$ cat config.mk
export PLATFORM = sky130hd
export DESIGN_NAME = audio_playback_ctrl
export DESIGN_NICKNAME = d
export VERILOG_FILES = /design/src/rtl/apc_pkg.sv /design/src/rtl/apc_rate_gen.sv /design/src/rtl/apc_unpacker.sv /design/src/rtl/apc_dac_stage.sv /design/src/rtl/audio_playback_ctrl.sv
export SDC_FILE = /design/constraint.sdc
export NUM_CORES = 1
export LEC_CHECK = 0
export BUFFER_PORTS_ARGS = -buffer_cell sky130_fd_sc_hd__buf_4
export CAP_MARGIN = 0
export CORE_MARGIN = 5
export CORE_UTILIZATION = 40
export CTS_CLUSTER_DIAMETER = 80
export CTS_CLUSTER_SIZE = 14
export DETAILED_ROUTE_END_ITERATION = 8
export PLACE_DENSITY = 0.66
export SLEW_MARGIN = 20
export SYNTH_ARGS = -nofsm -noshare
export SYNTH_HDL_FRONTEND = slang
export SYNTH_HIERARCHICAL = 1
export SYNTH_SLANG_ARGS = --single-unit
$ cat constraint.sdc
create_clock -name clk -period 4 [get_ports clk]
set_clock_uncertainty 0.15 [all_clocks]
set_input_delay 0.6 -clock clk [delete_from_list [all_inputs] [get_ports clk]]
set_output_delay 0.6 -clock clk [all_outputs]
set_load 0.1 [all_outputs]
$ cat src/rtl/apc_pkg.sv
package apc_pkg;

  typedef struct packed {
    logic       mono;
    logic       req_en;
    logic       pwr;
    logic       dac_en;
    logic       swap;
    logic [1:0] rate;
  } apc_ctrl_t;

  // Number of the slot that finishes a word in the given format.
  function automatic logic slot_is_last(input logic mono, input logic [1:0] slot);
    return mono ? (slot == 2'd3) : (slot != 2'd0);
  endfunction

  // Returns {left, right} for the slot of a word.
  function automatic logic [15:0] slot_pair(input logic [31:0] word, input logic mono,
                                            input logic swap, input logic [1:0] slot);
    logic [7:0]  b;
    logic [15:0] h;
    b = word[slot*8 +: 8];
    h = word[slot[0]*16 +: 16];
    if (mono)      return {b, b};
    else if (swap) return {h[15:8], h[7:0]};
    else           return {h[7:0], h[15:8]};
  endfunction

endpackage

$ cat src/rtl/apc_rate_gen.sv
module apc_rate_gen #(
  parameter int TC0 = 4,
  parameter int TC1 = 9,
  parameter int TC2 = 19,
  parameter int TC3 = 27
) (
  input  logic       clk,
  input  logic       rst_n,
  input  logic       run,
  input  logic [1:0] rate,
  output logic       tick
);
  localparam int TCA   = (TC0 > TC1) ? TC0 : TC1;
  localparam int TCB   = (TC2 > TC3) ? TC2 : TC3;
  localparam int TCMAX = (TCA > TCB) ? TCA : TCB;
  localparam int CW    = $clog2(TCMAX + 1);

  logic [CW-1:0] cnt;
  logic [CW-1:0] limit;

  always_comb begin
    case (rate)
      2'd0:    limit = CW'(TC0);
      2'd1:    limit = CW'(TC1);
      2'd2:    limit = CW'(TC2);
      default: limit = CW'(TC3);
    endcase
  end

  assign tick = run && (cnt >= limit);

  always_ff @(posedge clk) begin
    if (!rst_n || !run || tick) cnt <= '0;
    else                        cnt <= cnt + 1'b1;
  end
endmodule

$ cat src/rtl/apc_unpacker.sv
module apc_unpacker
  import apc_pkg::*;
(
  input  logic        clk,
  input  logic        rst_n,
  input  logic        run,
  input  logic        tick,
  input  logic        mono,
  input  logic        swap,
  input  logic        fresh,
  input  logic [31:0] word,
  output logic [7:0]  left_val,
  output logic [7:0]  right_val,
  output logic        under_evt,
  output logic        consume,
  output logic [1:0]  slot
);
  logic [15:0] pair;

  assign pair      = slot_pair(word, mono, swap, slot);
  assign left_val  = pair[15:8];
  assign right_val = pair[7:0];
  assign under_evt = tick && (slot == 2'd0) && !fresh;
  assign consume   = tick && !under_evt && slot_is_last(mono, slot);

  always_ff @(posedge clk) begin
    if (!rst_n || !run)          slot <= 2'd0;
    else if (tick && !under_evt) slot <= consume ? 2'd0 : slot + 2'd1;
  end
endmodule

$ cat src/rtl/apc_dac_stage.sv
module apc_dac_stage (
  input  logic       clk,
  input  logic       rst_n,
  input  logic       run,
  input  logic       tick,
  input  logic       hold,
  input  logic [7:0] left_val,
  input  logic [7:0] right_val,
  output logic [7:0] dac_left,
  output logic [7:0] dac_right,
  output logic       strobe_l,
  output logic       strobe_r
);
  logic [7:0] right_hold;

  always_ff @(posedge clk) begin
    if (!rst_n) begin
      dac_left   <= 8'd0;
      dac_right  <= 8'd0;
      right_hold <= 8'd0;
      strobe_l   <= 1'b0;
      strobe_r   <= 1'b0;
    end else begin
      strobe_l <= run && tick;
      strobe_r <= run && strobe_l;
      if (run && tick && !hold) begin
        dac_left   <= left_val;
        right_hold <= right_val;
      end
      if (run && strobe_l) dac_right <= right_hold;
    end
  end
endmodule

$ cat src/rtl/audio_playback_ctrl.sv
module audio_playback_ctrl
  import apc_pkg::*;
#(
  parameter int TC0 = 4,
  parameter int TC1 = 9,
  parameter int TC2 = 19,
  parameter int TC3 = 27
) (
  input  logic        clk,
  input  logic        rst_n,
  input  logic        wr_en,
  input  logic        wr_sel,
  input  logic [31:0] wr_data,
  output logic [7:0]  dac_left,
  output logic [7:0]  dac_right,
  output logic        strobe_l,
  output logic        strobe_r,
  output logic        refill_req,
  output logic        underrun
);
  apc_ctrl_t   ctrl;
  logic [31:0] data_q;
  logic        fresh;
  logic        run;
  logic        tick;
  logic        under_evt;
  logic        consume;
  logic [1:0]  slot;
  logic [7:0]  left_val;
  logic [7:0]  right_val;
  logic        ctrl_wr;
  logic        data_wr;

  assign ctrl_wr = wr_en && !wr_sel;
  assign data_wr = wr_en &&  wr_sel;
  assign run     = ctrl.pwr && ctrl.dac_en;

  always_ff @(posedge clk) begin
    if (!rst_n) begin
      ctrl     <= '0;
      data_q   <= '0;
      fresh    <= 1'b0;
      underrun <= 1'b0;
    end else begin
      if (ctrl_wr) ctrl <= apc_ctrl_t'(wr_data[7:1]);
      if (data_wr) data_q <= wr_data;
      if (data_wr)      fresh <= 1'b1;
      else if (consume) fresh <= 1'b0;
      if (under_evt)    underrun <= 1'b1;
      else if (data_wr) underrun <= 1'b0;
    end
  end

  assign refill_req = run && ctrl.req_en && !fresh;

  apc_rate_gen #(.TC0(TC0), .TC1(TC1), .TC2(TC2), .TC3(TC3)) u_rate (
    .clk(clk), .rst_n(rst_n), .run(run), .rate(ctrl.rate), .tick(tick)
  );

  apc_unpacker u_unpack (
    .clk(clk), .rst_n(rst_n), .run(run), .tick(tick), .mono(ctrl.mono),
    .swap(ctrl.swap), .fresh(fresh), .word(data_q), .left_val(left_val),
    .right_val(right_val), .under_evt(under_evt), .consume(consume), .slot(slot)
  );

  apc_dac_stage u_dac (
    .clk(clk), .rst_n(rst_n), .run(run), .tick(tick), .hold(under_evt),
    .left_val(left_val), .right_val(right_val), .dac_left(dac_left),
    .dac_right(dac_right), .strobe_l(strobe_l), .strobe_r(strobe_r)
  );
endmodule

## After elaboration in Yosys (flattened, before gate mapping)

Cells that the tools add are included.

| storage, ports and cells | value |
|---|---|
| register bits | 74 |
| bits of input ports | 36 |
| output and inout bits | 20 |

| cells by class | value |
|---|---|
| $lt $le $gt $ge | 1 |
| multiplexer cells | 9 |
| shift-type cells | 2 |
| add/subtract/negate cells | 2 |
| equality and inequality tests | 3 |
| reduce and logical (&&, ||, !) cells | 25 |

Operators with widths:

| cell | count |
|---|---|
| $mux W16 | 2 |
| $shiftx A32 B6 Y16 | 1 |
| $shiftx A32 B6 Y8 | 1 |
| $pmux W5 S3 | 1 |
| $logic_and A1 B1 Y1 | 13 |
| $reduce_bool A2 Y1 | 3 |
| $add A5 B1 Y5 const B | 1 |
| $ge A5 B5 Y1 | 1 |
| $logic_not A1 Y1 | 5 |
| $mux W1 | 5 |
| $eq A2 B2 Y1 const B | 2 |
| $logic_not A2 Y1 | 2 |
| $add A2 B1 Y2 const B | 1 |
| $eq A2 B1 Y1 const B | 1 |
| $logic_or A1 B1 Y1 | 2 |
| $mux W2 | 1 |

## Longest topological paths before layout

| depth | value |
|---|---|
| word-level depth | 11 |
| mapped depth | 13 |

## Modules after synthesis

Netlist, hierarchy kept.

By module, submodules not included:

| module | cells an instance | instances | sequential area each (um2) | area each (um2) |
|---|---|---|---|---|
| audio_playback_ctrl | 179 | 1 | 820.8 | 1589.0 |
| apc_dac_stage | 112 | 1 | 520.5 | 1059.8 |
| apc_unpacker | 105 | 1 | 40.0 | 1031.0 |
| apc_rate_gen | 44 | 1 | 100.1 | 391.6 |

## Worst setup path before layout

No wires, ideal clock.

| timing path | value |
|---|---|
| path kind | register -> register |
| start | register ctrl[1] (netlist name) |
| end | register u_dac.dac_left[0] |
| clock period less this slack | 2.536 ns |
| setup slack | 1.464 ns |
| cell stages (with the launch flop) | 13 |
| arrival time | 2.314 ns |
| path buffers | 2 |
| cell sequence | dfxtp_1 inv_2 nand2_1 ha_1 a31oi_4 a221oi_2 a311o_1 inv_1 nor2_1 and3b_1 buf_6 buf_12 mux2i_1 |

| between the ends | value |
|---|---|
| longest elaborated chain between the ends | 8 |
| elaborated cells on any way between the ends | 11 |
| classes of those cells | 1 x order compare; 2 x eq/ne; 1 x mux; 7 x reduce/logical |

Ends and longest elaborated chain:

| what | RTL line | text |
|---|---|---|
| from (decl) | audio_playback_ctrl.sv:21 | `apc_ctrl_t ctrl;` |
| from (signal assigned) | audio_playback_ctrl.sv:45 | `if (ctrl_wr) ctrl <= apc_ctrl_t'(wr_data[7:1]);` |
| $eq A2 B2 Y1, or another cell as far along | apc_rate_gen.sv:22 | `case (rate)` |
| $pmux W5 S3 (*) | apc_rate_gen.sv:22 |  |
| $ge A5 B5 Y1 (*) | apc_rate_gen.sv:30 | `assign tick = run && (cnt >= limit);` |
| $logic_and A1 B1 Y1 (*) | apc_rate_gen.sv:30 |  |
| via tick | audio_playback_ctrl.sv:25 | `logic tick;` |
| $logic_and A1 B1 Y1 (*) (2 in a row) | apc_unpacker.sv:23 | `assign under_evt = tick && (slot == 2'd0) && !fresh;` |
| via under_evt | audio_playback_ctrl.sv:26 | `logic under_evt;` |
| $logic_not A1 Y1 (*) | apc_dac_stage.sv:26 | `if (run && tick && !hold) begin` |
| $logic_and A1 B1 Y1 (*) | apc_dac_stage.sv:26 |  |
| to (signal assigned) | apc_dac_stage.sv:27 | `dac_left <= left_val;` |
| to (decl) | apc_dac_stage.sv:9 | `output logic [7:0] dac_left,` |

The timed path passes the listed nets; every way through them passes the cells marked *.
A chain may end at the register's enable or synchronous reset.

## Final worst setup path

| timing path | value |
|---|---|
| start | register ctrl[1] (netlist name) |
| end | register u_dac.dac_left[4] |

The elaborated chain is that of the path after synthesis.

==> out/summary.txt <==
number of synthesized register bits: 74
Initial Utilization: 41.3%
post-placement cell area: 4410 sq um
Distinct cells, synth: 43
Clk pin slew, worst setup/hold paths: 0.08 ns
nets@finish: 515
final total power: 1.66 mW
Worst path max stage delay: 0.38 ns
total gr overflow: 0
CTS tree: done
first-pass GRT wire length: 15400 microns
dpl cells: 595
worst min path class: flip-flop to flip-flop
Num CTS Buffers: 9
# hold bufs at CTS: 0
peak supply drop: 152 uV
Synth top area share: 36.4%
sequential area share after synthesis: 36.4%
Final HPWL DP: 6420 microns
GRT Overall Usage: 14.9%
gp weighted congestion: 0.800
Crit Path Class: flip-flop to flip-flop
WP data required: 4.12 ns
Die H: 111 microns
post-route cell area: 4660 sq um
vias in the first global route: 3199
synth top area cells: dfxtp_1 36%, mux2i_1 11%, nand2_1 8.0%
DRT iter0 DRCs: 180
Vias per Instance: 5.31
die area: 12300 sq um
post-route clock period utilization: 68.3%
drt drc: 0
Final Hold Viols: 0
CP Capture Type: flip-flop
Post-CTS Setup Bufs: 0
Yosys warning count: 6
Pre-Repair DR Iteration Count: 4
layout cells sized above 1: 25.3%
Core ar.: 9860 sq um
area grow syn2layout: 14.5%
worst-path cell chain: inv_2 -> nand2_1 -> ha_1 -> a31oi_4 -> a221oi_2 -> a311o_1 -> inv_1 -> nor2_1 -> and3b_1 -> buf_4 -> mux2i_1
clk buf depth: 2
post-CTS sizing: 0
fmax: 366 MHz
Die W: 111 microns
pwr dens: 355 nW/um^2
crit-path leading delay family: compound AO/OA/AOI/OAI gates
later-pin clock latency in the skew report: 0.34 ns
Synth Net Count: 482
Post-Layout Cell Count: 611
largest net degree at the start of global routing: 90
setup_tns: 0 ns
largest fanout on the critical path: 16
Clock Sinks: 74
arrival time at the worst endpoint: 2.85 ns
number of synthesized flops with an enable pin: 0
Yosys top cell by area: dfxtp_1
CP max stage cell: a311o_1
initial antenna violation count: 0
detailed-route via count: 3247
detailed-route wire length per cell: 14.9 microns
CP Launch Type: flip-flop
Ports: 56
Max Transition Viols Final: 0
Slew @ Worst Pin: 1.10 ns
Mean Syn Cell Area: 9.25 sq um
leakage power total: 1.75 nW
final wirelength: 9120 microns
RSZ-0062 raised after global routing: false
Max-slew headroom: 26.1%
Routed Antenna Nets: 0
n_diodes: 0
Rows: 36
Post-Syn Area: 4070 sq um
clk root buf: clkbuf_8
Primary FF master, synth: dfxtp_1
Post-synth top cells: 87 x nand2_1, 74 x dfxtp_1, 46 x mux2i_1, 26 x nand4_1, 23 x o21ai_0
Post-Synthesis Cells: 440
WP buf/inv: 3
most common cell in the netlist: nand2_1
final setup vio count: 0
Max-Cap Viols: 0
count of buffers from port buffering: 55
Final min period: 2.73 ns
H-tree depth: 3
outcome: finished clean
share of synthesized flip-flops with an asynchronous set or reset: 0%
[cell usage in the layout, fill, tap and decap left out, types with 2 or more instances in the layout]
cell type  netlist  layout
nand2_1         87      87
dfxtp_1         74      74
buf_4            3      60
mux2i_1         46      46
nand4_1         26      26
o21ai_0         23      23
mux2_2          19      19
a221o_1         16      16
nand3_1         14      14
clkbuf_8         0      11
a21oi_1         11      11
mux2_4          11      11
inv_1           10      10
o22ai_1         10      10
a21bo_2          8       8
ha_1             6       6
o21ai_1          3       3
nand2b_1         3       3
nor2b_1          3       3
bufinv_16        0       3
nor2_1           4       3
nor3_1           3       3
and2_1           2       2
and3b_1          2       2
clkinv_2         0       2
and3_1           2       2
xnor2_1          2       2
nor3b_1          2       2
mux2_1           2       2
[worst paths after layout]
check                                          to  startpoint  cells after the start  slack [ns]
worst max-delay path            u_dac/dac_left[4]     ctrl[1]                     11        1.27
worst min-delay path                      ctrl[3]     ctrl[3]                      2        0.31
worst max register to register  u_dac/dac_left[4]     ctrl[1]                     11        1.27
worst min register to register            ctrl[3]     ctrl[3]                      2        0.31
[power breakdown]
group | internal [mW] | total, mW | switching (mW)
Combinational | 0.0765 | 0.160 | 0.0832
Sequential | 0.757 | 0.778 | 0.0214
Clock | 0.446 | 0.719 | 0.273
Total | 1.28 | 1.66 | 0.377
[layout make-up]
type,count,area (sq um)
Multi-Input combinational cell,317,2270
Clock inverter,5,100
Tap cell,133,166
Clock buffer,11,151
Sequential cell,74,1480
Inverter,11,41.3
Timing Repair Buffer,60,450
Fill cell,952,5200
[metal layers]
metal	share of wire [%]	up-vias	wire [microns]	GRT usage [%]
li1	-	1646	-	-
met1	50	1497	4560	21.1
met2	42	94	3870	21.2
met3	5.4	10	494	4.15
met4	2.2	0	201	5.83
met5	0	-	0	0
[registers in the layout, indices dropped and copies added (netlist names)]
signal	count
ctrl	7
data_q	32
fresh	1
u_dac/dac_left	8
u_dac/dac_right	8
u_dac/right_hold	8
u_dac/strobe_l	1
u_dac/strobe_r	1
u_rate/cnt	5
u_unpack/slot	2
underrun	1
[logic make-up (layout without fill, tap and decap cells)]
kind of cell               count (synthesis)  count (layout)  synth area share (%)
and+or+nand+nor                          150             150                  17.3
AOI/OAI and AO/OA                         79              79                  14.5
muxes                                     78              78                  21.2
DFF                                       74              74                  36.4
buffers and inverters                     49              87                  7.90
adders and majority gates                  7               7                  2.09
xor gates and xnor gates                   3               3                 0.645
[stage by stage]
stage / util, % / setup WS (ns) / hold WS [ns]
detailed placement: 44.7 / 1.28 / 0.302
global route: 47.3 / 1.09 / 0.325
global placement: 44.7 / 1.37 / 0.292
floorplan: - / 1.46 / 0.284
CTS: 47.2 / 1.26 / 0.314
finish: 47.3 / 1.27 / 0.309
[worst reg2reg max path, cell delays in order (launching register included)]
cell	delay [ns]
dfxtp_1	0.37
inv_2	0.15
nand2_1	0.09
ha_1	0.36
a31oi_4	0.25
a221oi_2	0.09
a311o_1	0.38
inv_1	0.07
nor2_1	0.05
and3b_1	0.19
buf_4	0.27
mux2i_1	0.23
Note: power is estimated with default switching activity, not from simulation.
